===== config.mk =====
export PLATFORM = sky130hd
export DESIGN_NAME = bus_xfer_system
export DESIGN_NICKNAME = d
export VERILOG_FILES = /design/src/rtl/bus_xfer_pkg.sv /design/src/rtl/bus_src_decoder.sv /design/src/rtl/bus_mux.sv /design/src/rtl/xfer_reg.sv /design/src/rtl/xfer_mem.sv /design/src/rtl/bus_xfer_system.sv
export SDC_FILE = /design/constraint.sdc
export NUM_CORES = 1
export LEC_CHECK = 0
export BUFFER_PORTS_ARGS = -buffer_cell sky130_fd_sc_hd__clkbuf_2
export CAP_MARGIN = 15
export CELL_PAD_IN_SITES_DETAIL_PLACEMENT = 1
export CELL_PAD_IN_SITES_GLOBAL_PLACEMENT = 1
export CORE_MARGIN = 10
export CORE_UTILIZATION = 48
export CTS_CLUSTER_SIZE = 12
export DETAILED_ROUTE_END_ITERATION = 16
export GPL_ROUTABILITY_DRIVEN = 0
export PLACE_DENSITY_LB_ADDON = 0.1
export SYNTH_ARGS = -nofsm -noshare
export SYNTH_HDL_FRONTEND = slang
export SYNTH_SLANG_ARGS = --single-unit

===== constraint.sdc =====
create_clock -name clk -period 2.1 [get_ports clk]
set_input_delay 0.42 -clock clk [delete_from_list [all_inputs] [get_ports clk]]
set_output_delay 0.42 -clock clk [all_outputs]
set_load 0.1 [all_outputs]

===== src/rtl/bus_xfer_pkg.sv =====
package bus_xfer_pkg;
  // a driver is enabled when the decoder is on and its index is selected
  function automatic logic src_hit(input int sel, input int idx, input logic en);
    return en && (sel == idx);
  endfunction

  // the bus either carries the external word or the driven register word
  function automatic logic take_external(input logic init_en);
    return init_en;
  endfunction
endpackage


===== src/rtl/bus_src_decoder.sv =====
module bus_src_decoder #(
  parameter int NSRC = 4,
  parameter int SELW = $clog2(NSRC)
) (
  input  logic [SELW-1:0] sel,
  input  logic            en,
  output logic [NSRC-1:0] drv_oh
);
  import bus_xfer_pkg::*;
  always_comb begin
    for (int i = 0; i < NSRC; i++) begin
      drv_oh[i] = src_hit(int'(sel), i, en);
    end
  end
endmodule


===== src/rtl/bus_mux.sv =====
module bus_mux #(
  parameter int NSRC = 4,
  parameter int DW   = 8
) (
  input  logic [NSRC*DW-1:0] srcs,
  input  logic [NSRC-1:0]    drv_oh,
  output logic [DW-1:0]      bus
);
  always_comb begin
    bus = '0;
    for (int i = 0; i < NSRC; i++) begin
      if (drv_oh[i]) bus = bus | srcs[i*DW +: DW];
    end
  end
endmodule


===== src/rtl/xfer_reg.sv =====
module xfer_reg #(
  parameter int W = 8
) (
  input  logic         clk,
  input  logic         rst,
  input  logic         ld,
  input  logic [W-1:0] d,
  output logic [W-1:0] q
);
  always_ff @(posedge clk) begin
    if (rst)     q <= '0;
    else if (ld) q <= d;
  end
endmodule


===== src/rtl/xfer_mem.sv =====
module xfer_mem #(
  parameter int DW = 8,
  parameter int AW = 4
) (
  input  logic          clk,
  input  logic          we,
  input  logic [AW-1:0] addr,
  input  logic [DW-1:0] wdata,
  output logic [DW-1:0] rdata
);
  localparam int DEPTH = 1 << AW;
  logic [DW-1:0] words [DEPTH];

  always_ff @(posedge clk) begin
    if (we) words[addr] <= wdata;
  end

  assign rdata = words[addr];
endmodule


===== src/rtl/bus_xfer_system.sv =====
module bus_xfer_system #(
  parameter int DW   = 8,
  parameter int AW   = 4,
  parameter int NREG = 4,
  parameter int SELW = $clog2(NREG)
) (
  input  logic               clk,
  input  logic               rst,
  input  logic               init_en,
  input  logic [DW-1:0]      init_data,
  input  logic               bus_en,
  input  logic [SELW-1:0]    bus_sel,
  input  logic               cond,
  input  logic [NREG-1:0]    load_en,
  input  logic               ar_ld,
  input  logic               dr_ld,
  input  logic               mem_rd,
  input  logic               mem_wr,
  output logic [DW-1:0]      bus_q,
  output logic [NREG*DW-1:0] regs_q,
  output logic [AW-1:0]      ar_q,
  output logic [DW-1:0]      dr_q
);
  import bus_xfer_pkg::*;

  // named internal events for the checker
  logic [NREG-1:0] drv_oh;
  logic [NREG-1:0] ld_fire;
  logic            dec_en;
  logic            ar_fire;
  logic            dr_bus_fire;
  logic [DW-1:0]   mux_bus;
  logic [DW-1:0]   mem_word;
  logic [DW-1:0]   dr_next;

  assign dec_en = bus_en && !take_external(init_en);

  bus_src_decoder #(.NSRC(NREG), .SELW(SELW)) dec_i (
    .sel    (bus_sel),
    .en     (dec_en),
    .drv_oh (drv_oh)
  );

  bus_mux #(.NSRC(NREG), .DW(DW)) mux_i (
    .srcs   (regs_q),
    .drv_oh (drv_oh),
    .bus    (mux_bus)
  );

  assign bus_q = take_external(init_en) ? init_data : mux_bus;

  for (genvar g = 0; g < NREG; g++) begin : g_reg
    assign ld_fire[g] = cond && load_en[g];
    xfer_reg #(.W(DW)) r_i (
      .clk (clk),
      .rst (rst),
      .ld  (ld_fire[g]),
      .d   (bus_q),
      .q   (regs_q[g*DW +: DW])
    );
  end

  assign ar_fire = cond && ar_ld;
  xfer_reg #(.W(AW)) ar_i (
    .clk (clk),
    .rst (rst),
    .ld  (ar_fire),
    .d   (bus_q[AW-1:0]),
    .q   (ar_q)
  );

  assign dr_bus_fire = cond && dr_ld;
  assign dr_next     = mem_rd ? mem_word : bus_q;
  xfer_reg #(.W(DW)) dr_i (
    .clk (clk),
    .rst (rst),
    .ld  (mem_rd || dr_bus_fire),
    .d   (dr_next),
    .q   (dr_q)
  );

  xfer_mem #(.DW(DW), .AW(AW)) mem_i (
    .clk   (clk),
    .we    (mem_wr),
    .addr  (ar_q),
    .wdata (dr_q),
    .rdata (mem_word)
  );
endmodule



==> parameters.txt <==
Parameter                              Value

Run status
  Outcome    finished, final reports clean

Timing
  Share of the cycle needed by the critical path after routing    0.9926
  Max Freq    0.4797 GHz
  Final-layout setup total negative slack    0 ps
  Setup ws final    between 15 and 20 ps
  Max-slew violation total from the final report    0
  Final setup viols    0
  Count of final hold-check violations    0
  Setup clock skew after layout    around 6.9 ps
  Minimum period implied by the final worst setup slack    between 2000 and 2500 ps
  RSZ-0062 raised after global routing    true
  Relative slew margins    0.5622
  Transition time of the tightest slew-check pin    656.6 ps

Route
  Total vias in the final route    4550
  Count of routing violations after the opening detailed-route iteration    about 340
  WL/cell    24.52 um
  Vias per std cell    around 5.7
  Wire length after detailed routing    just under 20000 um
  Post-route DRC violation count    0
  DRT antenna net count    0
  First-pass detailed-route iteration total    4

Critical path
  Critical path class    flop to output pin
  Setup crit start    g_reg[3].r_i.q[7]
  Data arrival time at the worst-slack endpoint    approximately 1700 ps
  R2R depth    5
  Required time of the critical path    1680 ps
  CP startpoint kind    flop
  Maximum net fanout on the critical path    3
  Kind of end point of the critical path    output pin

Worst hold path
  Number of cells traversed by the worst hold path    3
  Hold crit path type    input pin to flop
  Source of the worst hold timing path    load_en[2]

Global routing
  GR Util All Layers    0.2019
  Number of antenna violations at the first check in global routing    0
  Pin count of the biggest net entering global routing    44
  Total congestion overflow after global routing    0
  First-pass GRT wire length    between 30000 and 40000 um
  Via count of the first global-routing pass    5111

Synth
  Cell area after synthesis    7093 um2
  Count of different cell masters after synthesis    25
  Sequential element share of the synthesized area    0.6774
  FF+latch count, synth    ~180
  Post-synthesis instance total    495
  Post-Syn Area per Cell    approximately 14 um2
  Synthesis Warnings    0
  Number of nets produced by synthesis    518

Placed design
  Setup Slack @ Placement    approximately 55 ps
  Total cell area at the placement stage    just over 8000 um2
  Buffers added on ports    74
  Number of placed instances, taps included    ~770
  HPWL reported at the end of detailed placement    13890 um

Clock tree
  Clk Latency, worst-skew pair    between 400 and 500 ps
  Number of buffers on the longest clock path    2
  CTS tree    done
  Count of hold buffers inserted by post-cts repair    0
  Sinks on the clock net    between 150 and 200
  Number of buffers created by CTS    17
  Number of H-tree levels    4
  Root Driver    clkbuf_16
  Clock-pin slew on the worst setup and hold paths    ~60 ps

Layout
  Antenna diode count    0
  Filler cells    around 1400
  Commonest non-fill, non-tap cell in the layout    edfxtp_1
  Final Non-Filler Cells    between 800 and 900
  # nets final    628
  Commonest non-fill, non-tap cells in the layout    128 x edfxtp_1, 64 x mux2i_1, 63 x clkbuf_2
  Post-route cell area    ~8700 um2
  Synthesis-to-layout area growth    23.02%
  Share of layout cells above drive strength 1    0.3528

Die
  Count of boundary I/O pins    75
  Floorplan die width    141.6 um
  Number of standard-cell rows in the floorplan    44
  Core area    about 15000 um2
  Die outline height    141.6 um
  Initial cell density of the core    0.4880
  Total Die Area    20040 um2

Job
  Max-cap violation count    0

Power
  Pleak    around 3.3 nW
  Max IR drop VDD    0.0005663 V
  Power density cells    between 900 and 1000 nW/um2
  Power Total    around 8.6 mW
kinds of logic after synthesis:
kind of cell,after synthesis,share of synthesized area
AND/OR/NAND/NOR,127,0.08097
buffers and inverters,42,0.02963
AO/OA/AOI/OAI,78,0.09631
multiplexers,72,0.1157
flip-flops,176,0.6774
metrics by stage:
| stage | utilization | hold slack (ps) |
|---|---|---|
| floorplan | - | 675.6 |
| global placement | 0.5552 | 494.2 |
| detailed placement | 0.5552 | 505.7 |
| CTS | 0.5993 | 454.9 |
| global route | 0.6004 | 508.6 |
| finish | 0.6004 | 478.6 |
final timing paths:
path,end,slack [ps]
max,bus_q[7],20
min,g_reg[2].r_i.q[2],480
max reg2reg,dr_i.q[0],350
min reg2reg,g_reg[3].r_i.q[6],510
flip-flops by register name, indices dropped and copies added (netlist names), named ones only:
register,cells
mem_i.words,128
g.r_i.q,32
dr_i.q,8
ar_i.q,4
Yosys cell counts:
cell,instances,area share
buf_2,9,0.0063
nor2_1,50,0.026
clkbuf_1,14,0.0074
buf_4,7,0.0074
mux2i_1,64,0.090
or3b_2,1,0.0012
nand2b_1,10,0.0088
nor3_1,4,0.0028
a22oi_4,8,0.024
nand2_1,33,0.017
inv_1,8,0.0042
a211oi_1,36,0.038
a21oi_1,9,0.0063
nor2b_1,4,0.0035
buf_1,2,0.0011
and2_1,6,0.0053
edfxtp_1,128,0.54
mux4_2,8,0.025
dfxtp_1,48,0.14
nand3_1,10,0.0071
nand3b_1,2,0.0021
a41oi_1,8,0.0099
buf_6,2,0.0032
a22oi_1,17,0.018
nand4_1,7,0.0062
layout make-up:
| class | instances | area (um2) | share of cell area |
|---|---|---|---|
| sequential | 176 | 4852 | 0.5561 |
| multi-input combinational | 277 | 2078 | 0.2382 |
| timing repair buffer | 125 | 893.4 | 0.1024 |
| clock buffer | 24 | 589.3 | 0.06754 |
| tap | 184 | 230.2 | 0.02638 |
| clock inverter | 8 | 52.55 | 0.006022 |
| inverter | 8 | 30.03 | 0.003441 |
layer usage:
layer / vias to the layer above / GRT usage / wire length, um
li1: 2094 / - / -
met1: 2306 / 0.2357 / 7990
met5: - / 0 / 0
met2: 127 / 0.3485 / 10330
met4: 0 / 0.07531 / 323
met3: 23 / 0.05240 / 1018
report_power, final:
| group | internal (mW) | switching (mW) |
|---|---|---|
| registers | 3.88 | 0.0808 |
| clock network | 1.98 | 1.31 |
| logic | 0.340 | 0.982 |
worst max-delay path, cell delays in order, from the launching register on:
cell	delay, ps
dfxtp_2	330
mux4_2	510
a22oi_4	170
inv_2	70
buf_12	160
what timing repair did:
item | CTS | global route
resized for setup | 8 | 0
gates cloned | 0 | 0
pin swaps | 4 | 3
setup endpoints to repair | 8 | 8
buffers inserted | 0 | 1
Power figures use the tool's default switching activity.
